### config.mk
export PLATFORM = sky130hd
export DESIGN_NAME = spx_port_expander
export DESIGN_NICKNAME = d
export VERILOG_FILES = /design/src/rtl/spx_pkg.sv /design/src/rtl/spx_sync.sv /design/src/rtl/spx_serial_frame.sv /design/src/rtl/spx_regbank.sv /design/src/rtl/spx_port_expander.sv
export SDC_FILE = /design/constraint.sdc
export NUM_CORES = 1
export LEC_CHECK = 0
export BUFFER_PORTS_ARGS = -buffer_cell sky130_fd_sc_hd__buf_2
export CAP_MARGIN = 20
export CELL_PAD_IN_SITES_DETAIL_PLACEMENT = 0
export CELL_PAD_IN_SITES_GLOBAL_PLACEMENT = 2
export CORE_MARGIN = 4
export CORE_UTILIZATION = 25
export DETAILED_ROUTE_END_ITERATION = 10
export PLACE_DENSITY_LB_ADDON = 0.1
export REMOVE_ABC_BUFFERS = 1
export SLEW_MARGIN = 20
export SYNTH_ARGS = -nofsm -noshare
export SYNTH_HDL_FRONTEND = slang
export SYNTH_SLANG_ARGS = --single-unit
### constraint.sdc
create_clock -name clk -period 5.8 [get_ports clk]
set_input_delay 0 -clock clk [delete_from_list [all_inputs] [get_ports clk]]
set_output_delay 0 -clock clk [all_outputs]
set_load 0.005 [all_outputs]
### src/rtl/spx_pkg.sv
// Package: shared register addresses, configuration bit positions and
// frame phases for the serial-addressed port expander.
package spx_pkg;

    // Register addresses; the pointer order is behaviour (sequential bursts)
    typedef enum logic [3:0] {
        RA_DIR   = 4'd0,
        RA_POL   = 4'd1,
        RA_IEN   = 4'd2,
        RA_CMP   = 4'd3,
        RA_ICTL  = 4'd4,
        RA_CFG   = 4'd5,
        RA_PULL  = 4'd6,
        RA_FLAG  = 4'd7,
        RA_CAP   = 4'd8,
        RA_PORT  = 4'd9,
        RA_LATCH = 4'd10
    } reg_addr_e;

    localparam int unsigned NUM_REGS       = 11;
    localparam int unsigned CFG_NOSEQ_BIT  = 5;
    localparam int unsigned CFG_SUBADR_BIT = 3;
    localparam logic [3:0]  DEV_CODE       = 4'b0100;

    // Frame phases of one chip-select window
    typedef enum logic [1:0] {
        PH_CMD  = 2'd0,
        PH_ADDR = 2'd1,
        PH_DATA = 2'd2,
        PH_SKIP = 2'd3
    } phase_e;

endpackage

### src/rtl/spx_sync.sv
// Module: spx_sync
// Multi-stage synchroniser for asynchronous inputs into the clk domain.
// Assumes inputs are quasi-static relative to clk (slow SPI, pads).
module spx_sync #(
    parameter int unsigned   W       = 1,
    parameter int unsigned   STAGES  = 2,
    parameter logic [W-1:0]  RST_VAL = '0
) (
    input  logic         clk,
    input  logic         rst_n,
    input  logic [W-1:0] d,
    output logic [W-1:0] q
);

    logic [W-1:0] st [STAGES];

    generate
        for (genvar g = 0; g < STAGES; g++) begin : g_stage
            // Purpose: shift the input one stage closer to the clk domain
            always_ff @(posedge clk) begin
                if (!rst_n) begin
                    st[g] <= RST_VAL;
                end else if (g == 0) begin
                    st[g] <= d;
                end else begin
                    st[g] <= st[(g == 0) ? 0 : g-1];
                end
            end
        end
    endgenerate

    assign q = st[STAGES-1];

endmodule

### src/rtl/spx_serial_frame.sv
// Module: spx_serial_frame
// SPI mode-0 slave framer: assembles bytes, decodes the command byte
// (device code, sub-address, read flag), holds the register pointer
// and produces register-bank read/write strobes and the MISO stream.
// Assumes sck/cs_n/mosi are already synchronised to clk and that SCK
// is slow enough for every edge to be seen.
module spx_serial_frame
    import spx_pkg::*;
#(
    parameter int unsigned W    = 8,
    parameter int unsigned AW   = 8,
    parameter int unsigned LAST = NUM_REGS - 1
) (
    input  logic          clk,
    input  logic          rst_n,
    input  logic          sck_s,
    input  logic          cs_n_s,
    input  logic          mosi_s,
    input  logic [2:0]    dev_sel,
    input  logic          cfg_subadr,
    input  logic          cfg_noseq,
    input  logic [W-1:0]  rd_data,
    output logic [AW-1:0] rd_addr,
    output logic          wr_en,
    output logic [AW-1:0] wr_addr,
    output logic [W-1:0]  wr_data,
    output logic          miso,
    output logic          miso_oe
);

    localparam int unsigned BCW = $clog2(W);

    logic           sck_q;
    logic           cs_act;
    logic           sck_rise;
    logic           sck_fall;
    logic           byte_done;
    logic [BCW-1:0] bit_cnt_q;
    logic [W-1:0]   rx_q;
    logic [W-1:0]   rx_full;
    logic [W-1:0]   tx_q;
    logic [AW-1:0]  ptr_q;
    logic [AW-1:0]  ptr_step;
    logic [AW-1:0]  ptr_adv;
    logic           is_rd_q;
    logic           cmd_ok;
    phase_e         phase_q;

    // Purpose: edge detection and byte assembly signals
    always_comb begin
        cs_act    = !cs_n_s;
        sck_rise  = cs_act && sck_s && !sck_q;
        sck_fall  = cs_act && !sck_s && sck_q;
        rx_full   = {rx_q[W-2:0], mosi_s};
        byte_done = sck_rise && (bit_cnt_q == BCW'(W-1));
        cmd_ok    = (rx_full[7:4] == DEV_CODE) &&
                    (!cfg_subadr || (rx_full[3:1] == dev_sel));
    end

    // Purpose: next pointer value with wrap and no-increment option
    always_comb begin
        ptr_step = (ptr_q >= AW'(LAST)) ? '0 : ptr_q + AW'(1);
        ptr_adv  = cfg_noseq ? ptr_q : ptr_step;
        rd_addr  = (phase_q == PH_ADDR) ? rx_full : ptr_adv;
    end

    // Purpose: remember the previous synchronised SCK level
    always_ff @(posedge clk) begin
        if (!rst_n) sck_q <= 1'b0;
        else        sck_q <= sck_s;
    end

    // Purpose: bit counter, receive shifter, phase, read flag and pointer
    always_ff @(posedge clk) begin
        if (!rst_n) begin
            bit_cnt_q <= '0;
            rx_q      <= '0;
            phase_q   <= PH_CMD;
            is_rd_q   <= 1'b0;
            ptr_q     <= '0;
        end else if (!cs_act) begin
            bit_cnt_q <= '0;
            phase_q   <= PH_CMD;
            is_rd_q   <= 1'b0;
            ptr_q     <= '0;
        end else if (sck_rise) begin
            rx_q      <= rx_full;
            bit_cnt_q <= bit_cnt_q + BCW'(1);
            if (byte_done) begin
                unique case (phase_q)
                    PH_CMD: begin
                        if (cmd_ok) begin
                            phase_q <= PH_ADDR;
                            is_rd_q <= rx_full[0];
                        end else begin
                            phase_q <= PH_SKIP;
                        end
                    end
                    PH_ADDR: begin
                        ptr_q   <= rx_full;
                        phase_q <= PH_DATA;
                    end
                    PH_DATA: ptr_q   <= ptr_adv;
                    PH_SKIP: phase_q <= PH_SKIP;
                endcase
            end
        end
    end

    // Purpose: load read data at byte end, shift it out on SCK fall
    always_ff @(posedge clk) begin
        if (!rst_n) begin
            tx_q <= '0;
        end else if (byte_done && is_rd_q &&
                     (phase_q == PH_ADDR || phase_q == PH_DATA)) begin
            tx_q <= rd_data;
        end else if (sck_fall && (bit_cnt_q != '0)) begin
            tx_q <= {tx_q[W-2:0], 1'b0};
        end
    end

    // Purpose: write strobe and MISO drive
    always_comb begin
        wr_en   = byte_done && (phase_q == PH_DATA) && !is_rd_q;
        wr_addr = ptr_q;
        wr_data = rx_full;
        miso_oe = cs_act && (phase_q == PH_DATA) && is_rd_q;
        miso    = miso_oe ? tx_q[W-1] : 1'b0;
    end

    // the transmit shifter only moves on SCK fall or a byte load
    p_tx_hold_r5: assert property (@(posedge clk) disable iff (!rst_n)
        (!sck_fall && !byte_done) |=> $stable(tx_q));

    // sequential stepping past the last register wraps to zero
    p_ptr_wrap_r6: assert property (@(posedge clk) disable iff (!rst_n)
        (byte_done && phase_q == PH_DATA && !cfg_noseq && ptr_q == AW'(LAST))
        |=> (ptr_q == '0));

    // an unserved frame never writes nor drives MISO
    p_skip_quiet_r3: assert property (@(posedge clk) disable iff (!rst_n)
        (phase_q == PH_SKIP) |-> (!wr_en && !miso_oe));

    // a released chip select restarts framing
    p_cs_restart_r11: assert property (@(posedge clk) disable iff (!rst_n)
        !cs_act |=> (phase_q == PH_CMD && bit_cnt_q == '0));

endmodule

### src/rtl/spx_regbank.sv
// Module: spx_regbank
// Eleven-entry register bank of the port expander. Stored entries are
// written by the framer; the flag, capture and port entries are views
// of inputs. A port write lands in the output latch. Assumes at most
// one write strobe per cycle.
module spx_regbank
    import spx_pkg::*;
#(
    parameter int unsigned W  = 8,
    parameter int unsigned AW = 8
) (
    input  logic          clk,
    input  logic          rst_n,
    input  logic          wr_en,
    input  logic [AW-1:0] wr_addr,
    input  logic [W-1:0]  wr_data,
    input  logic [AW-1:0] rd_addr,
    output logic [W-1:0]  rd_data,
    input  logic [W-1:0]  pad_lvl,
    input  logic [W-1:0]  flag_in,
    input  logic [W-1:0]  cap_in,
    output logic [W-1:0]  dir,
    output logic [W-1:0]  pol,
    output logic [W-1:0]  ien,
    output logic [W-1:0]  cmp,
    output logic [W-1:0]  ictl,
    output logic [W-1:0]  cfg,
    output logic [W-1:0]  pull,
    output logic [W-1:0]  latch
);

    logic [W-1:0]        view [NUM_REGS];
    logic [NUM_REGS-1:0] we_vec;

    generate
        for (genvar i = 0; i < NUM_REGS; i++) begin : g_entry
            if (i == int'(RA_FLAG)) begin : g_flag
                assign view[i]   = flag_in;
                assign we_vec[i] = 1'b0;
            end else if (i == int'(RA_CAP)) begin : g_cap
                assign view[i]   = cap_in;
                assign we_vec[i] = 1'b0;
            end else if (i == int'(RA_PORT)) begin : g_port
                assign view[i]   = pad_lvl ^ pol;
                assign we_vec[i] = 1'b0;
            end else begin : g_store
                localparam logic [W-1:0] RST = (i == int'(RA_DIR)) ? '1 : '0;
                logic [W-1:0] val_q;
                // Latch entry also takes writes aimed at the port address
                if (i == int'(RA_LATCH)) begin : g_we_latch
                    assign we_vec[i] = wr_en &&
                        (wr_addr == AW'(i) || wr_addr == AW'(RA_PORT));
                end else begin : g_we_plain
                    assign we_vec[i] = wr_en && (wr_addr == AW'(i));
                end
                // Purpose: hold one stored register
                always_ff @(posedge clk) begin
                    if (!rst_n)         val_q <= RST;
                    else if (we_vec[i]) val_q <= wr_data;
                end
                assign view[i] = val_q;
            end
        end
    endgenerate

    // Purpose: named outputs of the stored entries
    always_comb begin
        dir   = view[RA_DIR];
        pol   = view[RA_POL];
        ien   = view[RA_IEN];
        cmp   = view[RA_CMP];
        ictl  = view[RA_ICTL];
        cfg   = view[RA_CFG];
        pull  = view[RA_PULL];
        latch = view[RA_LATCH];
    end

    // Purpose: read mux, out-of-range addresses read zero
    always_comb begin
        rd_data = '0;
        for (int k = 0; k < NUM_REGS; k++) begin
            if (rd_addr == AW'(k)) rd_data = view[k];
        end
    end

    // a write strobe selects at most one stored entry
    p_wr_onehot_r4: assert property (@(posedge clk) disable iff (!rst_n)
        $onehot0(we_vec));

    // a port write appears in the output latch next cycle
    p_port_latch_r9: assert property (@(posedge clk) disable iff (!rst_n)
        (wr_en && wr_addr == AW'(RA_PORT)) |=> (latch == $past(wr_data)));

    // writes to flag or capture addresses touch no stored entry
    p_ro_flag_cap_r10: assert property (@(posedge clk) disable iff (!rst_n)
        (wr_en && (wr_addr == AW'(RA_FLAG) || wr_addr == AW'(RA_CAP)))
        |-> (we_vec == '0));

endmodule

### src/rtl/spx_port_expander.sv
// Module: spx_port_expander
// Top of the serial-addressed GPIO port expander: synchronises the SPI
// and pad inputs, runs the framer and the register bank and drives the
// pad controls. Assumes SCK period of at least eight clk cycles.
module spx_port_expander
    import spx_pkg::*;
#(
    parameter int unsigned W           = 8,
    parameter int unsigned SYNC_STAGES = 2
) (
    input  logic         clk,
    input  logic         rst_n,
    input  logic         spi_sck,
    input  logic         spi_cs_n,
    input  logic         spi_mosi,
    output logic         spi_miso,
    output logic         spi_miso_oe,
    input  logic [2:0]   dev_sel,
    input  logic [W-1:0] pad_in,
    output logic [W-1:0] pad_out,
    output logic [W-1:0] pad_oe,
    output logic [W-1:0] pad_pull_en,
    input  logic [W-1:0] irq_flag_in,
    input  logic [W-1:0] irq_cap_in,
    output logic [W-1:0] irq_enable,
    output logic [W-1:0] irq_compare,
    output logic [W-1:0] irq_mode,
    output logic [W-1:0] cfg_bits
);

    localparam int unsigned AW = 8;

    logic [2:0]   spi_s;
    logic [W-1:0] pad_s;
    logic [AW-1:0] rd_addr;
    logic [AW-1:0] wr_addr;
    logic [W-1:0]  rd_data;
    logic [W-1:0]  wr_data;
    logic          wr_en;
    logic [W-1:0]  dir;
    logic [W-1:0]  pol;
    logic [W-1:0]  latch;

    spx_sync #(.W(3), .STAGES(SYNC_STAGES), .RST_VAL(3'b010)) u_spi_sync (
        .clk  (clk),
        .rst_n(rst_n),
        .d    ({spi_sck, spi_cs_n, spi_mosi}),
        .q    (spi_s)
    );

    spx_sync #(.W(W), .STAGES(SYNC_STAGES), .RST_VAL('0)) u_pad_sync (
        .clk  (clk),
        .rst_n(rst_n),
        .d    (pad_in),
        .q    (pad_s)
    );

    spx_serial_frame #(.W(W), .AW(AW)) u_frame (
        .clk       (clk),
        .rst_n     (rst_n),
        .sck_s     (spi_s[2]),
        .cs_n_s    (spi_s[1]),
        .mosi_s    (spi_s[0]),
        .dev_sel   (dev_sel),
        .cfg_subadr(cfg_bits[CFG_SUBADR_BIT]),
        .cfg_noseq (cfg_bits[CFG_NOSEQ_BIT]),
        .rd_data   (rd_data),
        .rd_addr   (rd_addr),
        .wr_en     (wr_en),
        .wr_addr   (wr_addr),
        .wr_data   (wr_data),
        .miso      (spi_miso),
        .miso_oe   (spi_miso_oe)
    );

    spx_regbank #(.W(W), .AW(AW)) u_bank (
        .clk    (clk),
        .rst_n  (rst_n),
        .wr_en  (wr_en),
        .wr_addr(wr_addr),
        .wr_data(wr_data),
        .rd_addr(rd_addr),
        .rd_data(rd_data),
        .pad_lvl(pad_s),
        .flag_in(irq_flag_in),
        .cap_in (irq_cap_in),
        .dir    (dir),
        .pol    (pol),
        .ien    (irq_enable),
        .cmp    (irq_compare),
        .ictl   (irq_mode),
        .cfg    (cfg_bits),
        .pull   (pad_pull_en),
        .latch  (latch)
    );

    // Purpose: pad drive from direction and latch
    always_comb begin
        pad_oe  = ~dir;
        pad_out = latch;
    end

    // an input-direction pad is never driven
    p_pad_dir_r8: assert property (@(posedge clk) disable iff (!rst_n)
        $countones(pad_oe & dir) == 0);

endmodule

# Yosys cells after proc, flatten, opt, wreduce, memory -nomap -nowiden
# Memories as Yosys holds them, arrays and structs flattened.
# Cells that the tools add are included.
[classes] add_sub_neg=2 order_cmp=1 eq_ne=24 n_mux=26 bitwise=8 reduce_logical=41
[op_table] operator="$mux W8" count=18
[op_table] operator="$eq A8 B3 Y1 const B" count=7
[op_table] operator="$eq A8 B4 Y1 const B" count=5
[op_table] operator="$eq A8 B2 Y1 const B" count=4
[op_table] operator="$logic_and A1 B1 Y1" count=21
[op_table] operator="$eq A8 B1 Y1 const B" count=2
[op_table] operator="$logic_not A8 Y1" count=2
[op_table] operator="$pmux W8 S2" count=1
[op_table] operator="$add A8 B1 Y8 const B" count=1
[op_table] operator="$ge A8 B4 Y1 const B" count=1
[op_table] operator="$not A8 Y8" count=1
[op_table] operator="$xor A8 B8 Y8" count=1
[op_table] operator="$mux W3" count=2
[op_table] operator="$pmux W2 S3" count=1
[op_table] operator="$reduce_and A3 Y1" count=2
[op_table] operator="$reduce_bool A3 Y1" count=2
[op_table] operator="$logic_not A1 Y1" count=5
[op_table] operator="$eq A2 B2 Y1 const B" count=2
[op_table] operator="$eq A4 B3 Y1 const B" count=1
[op_table] operator="$or A1 B1 Y1" count=4
[op_table] operator="$reduce_and A4 Y1" count=1
[op_table] operator="$reduce_bool A2 Y1" count=2
[op_table] operator="$add A3 B1 Y3 const B" count=1
[op_table] operator="$eq A3 B3 Y1" count=1
[op_table] operator="other kinds (9)" count=14
[totals] regBits=94 mem_bits_rw=22 in_bits=32 out_inout_bits=58 word_cells=119 memories=2
[memory_table] memory="u_pad_sync.st" words=2 word_bits=8 read_ports=2 rd_clocked_by_memory_dff=0 write_ports=2 line_no="spx_sync.sv:15" source="logic [W-1:0] st [STAGES];"
[memory_table] memory="u_spi_sync.st" words=2 word_bits=3 read_ports=2 rd_clocked_by_memory_dff=0 write_ports=2 line_no="spx_sync.sv:15"

# Longest topological paths before layout
[logic_depth] ltp_word=17 depth_mapped=12 mapped_depth_nobuf=9

# Hierarchy
# Synthesis repeated with hierarchy kept, for this count alone.
[unflattened] cells_unflattened=671 hier_area_um2=5962.0
[modules_own_cells] mod="spx_regbank" n_inst=1 cells_each=401 area_per_inst_um2=3555.9 seq_area_each_um2=1281.2
[modules_own_cells] mod="spx_serial_frame" n_inst=1 cells_each=217 area_per_inst_um2=1771.7 seq_area_each_um2=600.6
[modules_own_cells] mod="spx_sync (u_pad_sync)" n_inst=1 cells_each=33 area_per_inst_um2=446.7 seq_area_each_um2=320.3
[modules_own_cells] mod="spx_sync (u_spi_sync)" n_inst=1 cells_each=12 area_per_inst_um2=157.7 seq_area_each_um2=120.1
[modules_own_cells] mod="spx_port_expander" n_inst=1 cells_each=8 area_per_inst_um2=30.0 seq_area_each_um2=0.0

# Worst setup path before layout
# No wires, ideal clock.
[synth_path] path_kind="flip-flop to flip-flop" startpoint="register u_frame.ptr_q[0] (netlist: u_frame.wr_addr[0])" endpoint="register u_frame.tx_q[3]" setup_time_ns=0.120 arrival_ns=2.624 required_time_ns=5.680 setup_slack_ns=3.056 stages_incl_launch_ff=13 path_buffers=3 period_less_slack_ns=2.744 cell_sequence="dfxtp_1 > clkbuf_1 > inv_1 > ha_1 > o31ai_4 > a211oi_1 > or3_1 > buf_6 > and4_4 > buf_6 > a22oi_1 > a21oi_1 > o31a_1"
[synth_via] elab_chain_len=17 word_cells_on_any_way=28 cone_classes="add/sub (1); order compare (1); eq/ne (10); mux (15); reduce/logical (1)"
[synth_rtl] element="from (decl)" line_no="spx_serial_frame.sv:42" source="logic [AW-1:0] ptr_q;"
[synth_rtl] element="from (signal assigned)" line_no="spx_serial_frame.sv:100" source="ptr_q <= rx_full;"
[synth_rtl] element="from (signal assigned)" line_no="spx_serial_frame.sv:103" source="PH_DATA: ptr_q <= ptr_adv;"
[synth_rtl] element="$add A8 B1 Y8 / $ge A8 B4 Y1 (equally long branches)" line_no="spx_serial_frame.sv:62" source="ptr_step = (ptr_q >= AW'(LAST)) ? '0 : ptr_q + AW'(1);"
[synth_rtl] element="$mux W8" line_no="spx_serial_frame.sv:62"
[synth_rtl] element="$mux W8 *" line_no="spx_serial_frame.sv:63" source="ptr_adv = cfg_noseq ? ptr_q : ptr_step;"
[synth_rtl] element="$mux W8 *" line_no="spx_serial_frame.sv:64" source="rd_addr = (phase_q == PH_ADDR) ? rx_full : ptr_adv;"
[synth_rtl] element="$logic_not A8 Y1" line_no="spx_regbank.sv:82" source="if (rd_addr == AW'(k)) rd_data = view[k];"
[synth_rtl] element="$mux W8 (10 in series)" line_no="spx_regbank.sv:82"
[synth_rtl] element="$mux W8 *" line_no="spx_regbank.sv:82"
[synth_rtl] element="$mux W8 *" line_no="spx_serial_frame.sv:114" source="end else if (byte_done && is_rd_q &&"
[synth_rtl] element="to (signal assigned)" line_no="spx_serial_frame.sv:116" source="tx_q <= rd_data;"
[synth_rtl] element="to (signal assigned)" line_no="spx_serial_frame.sv:118" source="tx_q <= {tx_q[W-2:0], 1'b0};"
[synth_rtl] element="to (decl)" line_no="spx_serial_frame.sv:41" source="logic [W-1:0] tx_q;"
# Every way passes the cells marked *; elsewhere a longest branch is shown, timed or not.
# A chain may end at the register's enable or synchronous reset.

# Worst setup path in the final report
[layout_path] startpoint="register u_frame.ptr_q[0] (netlist: u_frame.wr_addr[0])" endpoint="register u_frame.tx_q[1]"
# Same word-level chain as after synthesis.

==> impl_metrics.env <==
export IMPL_die_area_sq_mm=0.0257
export IMPL_top_level_ports=90
export IMPL_drt_iter0_drc=315
export IMPL_gp_congestion=0.786
export IMPL_outcome="complete, no violations"
export IMPL_tightest_slew_ns=1.10
export IMPL_syn_to_final_growth_pct=24.1
export IMPL_yosys_area_top_type="dfxtp_1"
export IMPL_drt_pass1_iter_count=5
export IMPL_setup_violations_final=0
export IMPL_fin_crit_sh_pct=61.1
export IMPL_worstSetupPathType="reg -> reg"
export IMPL_worstSkewPairLatency_ns=0.43
export IMPL_ys_types=65
export IMPL_relSlewSlack_pct=26.1
export IMPL_cts_path_max_buffers=2
export IMPL_synth_warnings=0
export IMPL_start_kind="flop"
export IMPL_synthArstFlopShare_pct=0
export IMPL_synth_area_per_cell_sq_um=8.35
export IMPL_initial_core_util_pct=25.6
export IMPL_worst_slack_ns=2.26
export IMPL_overflow=0
export IMPL_antenna_found_initial=0
export IMPL_synth_top_flop_cell="dfxtp_1"
export IMPL_portBuffers=89
export IMPL_synth_top_area_share_pct=40.0
export IMPL_maxCapViolations=0
export IMPL_core_sq_mm=0.0227
export IMPL_cts_made_buffers=17
export IMPL_drtAntennaViolNets=0
export IMPL_wl_per_cell_um=21.1
export IMPL_cts_tree="yes"
export IMPL_power_density_mw_per_mm2=278
export IMPL_root_buffer="clkbuf_16"
export IMPL_ir_drop_mv=0.137
export IMPL_fin_setup_tns_ns=0
export IMPL_synth_area_sq_mm=0.00581
export IMPL_postCtsSetupRepairBufs=0
export IMPL_ys_seq_elements=116
export IMPL_worstPathRequired_ns=6.08
export IMPL_dp_slack_ns=2.26
export IMPL_place_area_sq_mm=0.00642
export IMPL_timing_fmax_mhz=282
export IMPL_fp_dieW_um=160
export IMPL_post_dp_hpwl_um=15800
export IMPL_grt_pass1_wl_um=34600
export IMPL_path_max_fanout=10
export IMPL_final_layout_size_suffix_gt1_share_pct=17.5
export IMPL_grt_usage_pct=17.6
export IMPL_end_kind="flop"
export IMPL_synthCells=695
export IMPL_first_global_vias=5531
export IMPL_synth_most_common_cell="nand2_1"
export IMPL_hold_viol=0
export IMPL_holdCritPathClass="in -> reg"
export IMPL_ys_seq_area_share_pct=40.0
export IMPL_cts_sinks=116
export IMPL_top_register="u_pad_sync.st"
export IMPL_fin_area_sq_mm=0.00721
export IMPL_hold_worst_slack_ns=0.0399
export IMPL_finClkSkew_ns=0.0173
export IMPL_grt_max_degree=71
export IMPL_rsz0062_at_grt="no"
export IMPL_power_leakage_uw=0.00282
export IMPL_largest_reg_flops=16
export IMPL_synth_area_top_cells="dfxtp_1, nand2_1, a21boi_0, mux2i_1, and2_1"
export IMPL_die_h_um=160
export IMPL_worstPathArrival_ns=3.82
export IMPL_wirelength_um=22600
export IMPL_final_nets=817
export IMPL_drc=0
export IMPL_synth_edf_count=0
export IMPL_rows=55
export IMPL_diodes=0
export IMPL_maxSlewViolCount=0
export IMPL_fin_crit_ns=3.54
export IMPL_vias=5383
export IMPL_htreeDepth=4
export IMPL_path_clk_slew_ns=0.06
export IMPL_via_per_inst=5.03
export IMPL_synth_common_cells="nand2_1, dfxtp_1, a21boi_0"
-- worst max-delay path, cell delays in order, from the launching register on --
cell,delay [ns]
dfxtp_1,0.52
inv_1,0.17
ha_1,0.34
o31ai_4,0.40
a211oi_1,0.17
or3_1,0.51
nand3_1,0.37
a21oi_1,0.16
a2111oi_0,0.61
a21oi_1,0.14
-- power by group --
part / total [uW] / switching, uW / internal [uW] / leakage (uW)
registers: 809 / 4.90 / 804 / 0.000939
clock network: 1150 / 408 / 742 / 0.000302
logic: 46.1 / 20.3 / 25.8 / 0.00158
-- metrics by stage --
| stage | cells | total power, uW | utilization [%] |
|---|---|---|---|
| floorplan | 644 | 839 | - |
| global placement | 1023 | 866 | 28.3 |
| detailed placement | 1023 | 866 | 28.3 |
| CTS | 1070 | 2030 | 31.7 |
| global route | 1070 | 2070 | 31.7 |
| finish | 1070 | 2010 | 31.7 |
-- cells in the final DEF (no fill, tap or decap), types with 4 or more instances in the layout --
master,Yosys,routed
a211oi_1,4,4
xor2_1,11,11
nand2b_1,6,6
dlygate4sd3_1,0,15
a22oi_1,8,8
clkbuf_16,0,17
a21boi_0,48,48
nand4_1,4,4
buf_4,3,5
nand3b_1,5,5
a21oi_1,30,30
nand3_1,6,6
inv_1,22,22
nor3_1,7,7
and2_1,30,30
ha_1,13,13
o21ai_0,15,15
nor2b_1,18,18
o31ai_1,6,6
nor2_1,35,35
nand2_1,146,146
a222oi_1,12,12
o31a_1,5,5
mux2i_1,20,20
bufinv_16,0,4
dfxtp_1,116,116
buf_2,5,89
o211ai_1,12,12
-- layer usage --
layer	global-route usage [%]	vias up	part of all wire, %
met5	0	-	0
met4	4.22	0	1.0
met3	3.72	16	5.0
met2	26.2	166	43
met1	25.9	2606	51
li1	-	2595	-
-- final cells by class --
class / instances / area (sq um)
multi-input combinational: 506 / 3180
fill: 2405 / 15500
sequential: 116 / 2320
clock inverter: 12 / 179
tap: 285 / 357
clock buffer: 20 / 457
timing repair buffer: 109 / 633
inverter: 22 / 82.6
-- repair_timing --
action / 4_1_cts / 5_1_grt
hold buffers: 15 / 0
hold endpoints to repair: 15 / 0
resized for setup: 0 / 0
-- cell families after synthesis --
kind of cell             after synthesis  share of synthesized area [%]
AO/OA/AOI/OAI                        180                           23.1
XOR/XNOR                              14                           2.11
adder cells (fa/ha/maj)               13                           2.80
buffers and inverters                 73                           5.28
flip-flops                           116                           40.0
multiplexers                          20                           3.45
AND/OR/NAND/NOR                      279                           23.3
-- path summary, 6_finish.rpt --
check	startpoint	end	slack (ns)	depth (start not counted)
max reg2reg	u_frame.wr_addr[0]	u_frame.tx_q[1]	2.26	9
min	irq_cap_in[3]	u_frame.tx_q[3]	0.04	4
min reg2reg	u_pad_sync.st[0][1]	u_pad_sync.st[1][1]	0.43	1
max	u_frame.wr_addr[0]	u_frame.tx_q[1]	2.26	9
No activity file was read; power rests on OpenSTA's default activity.
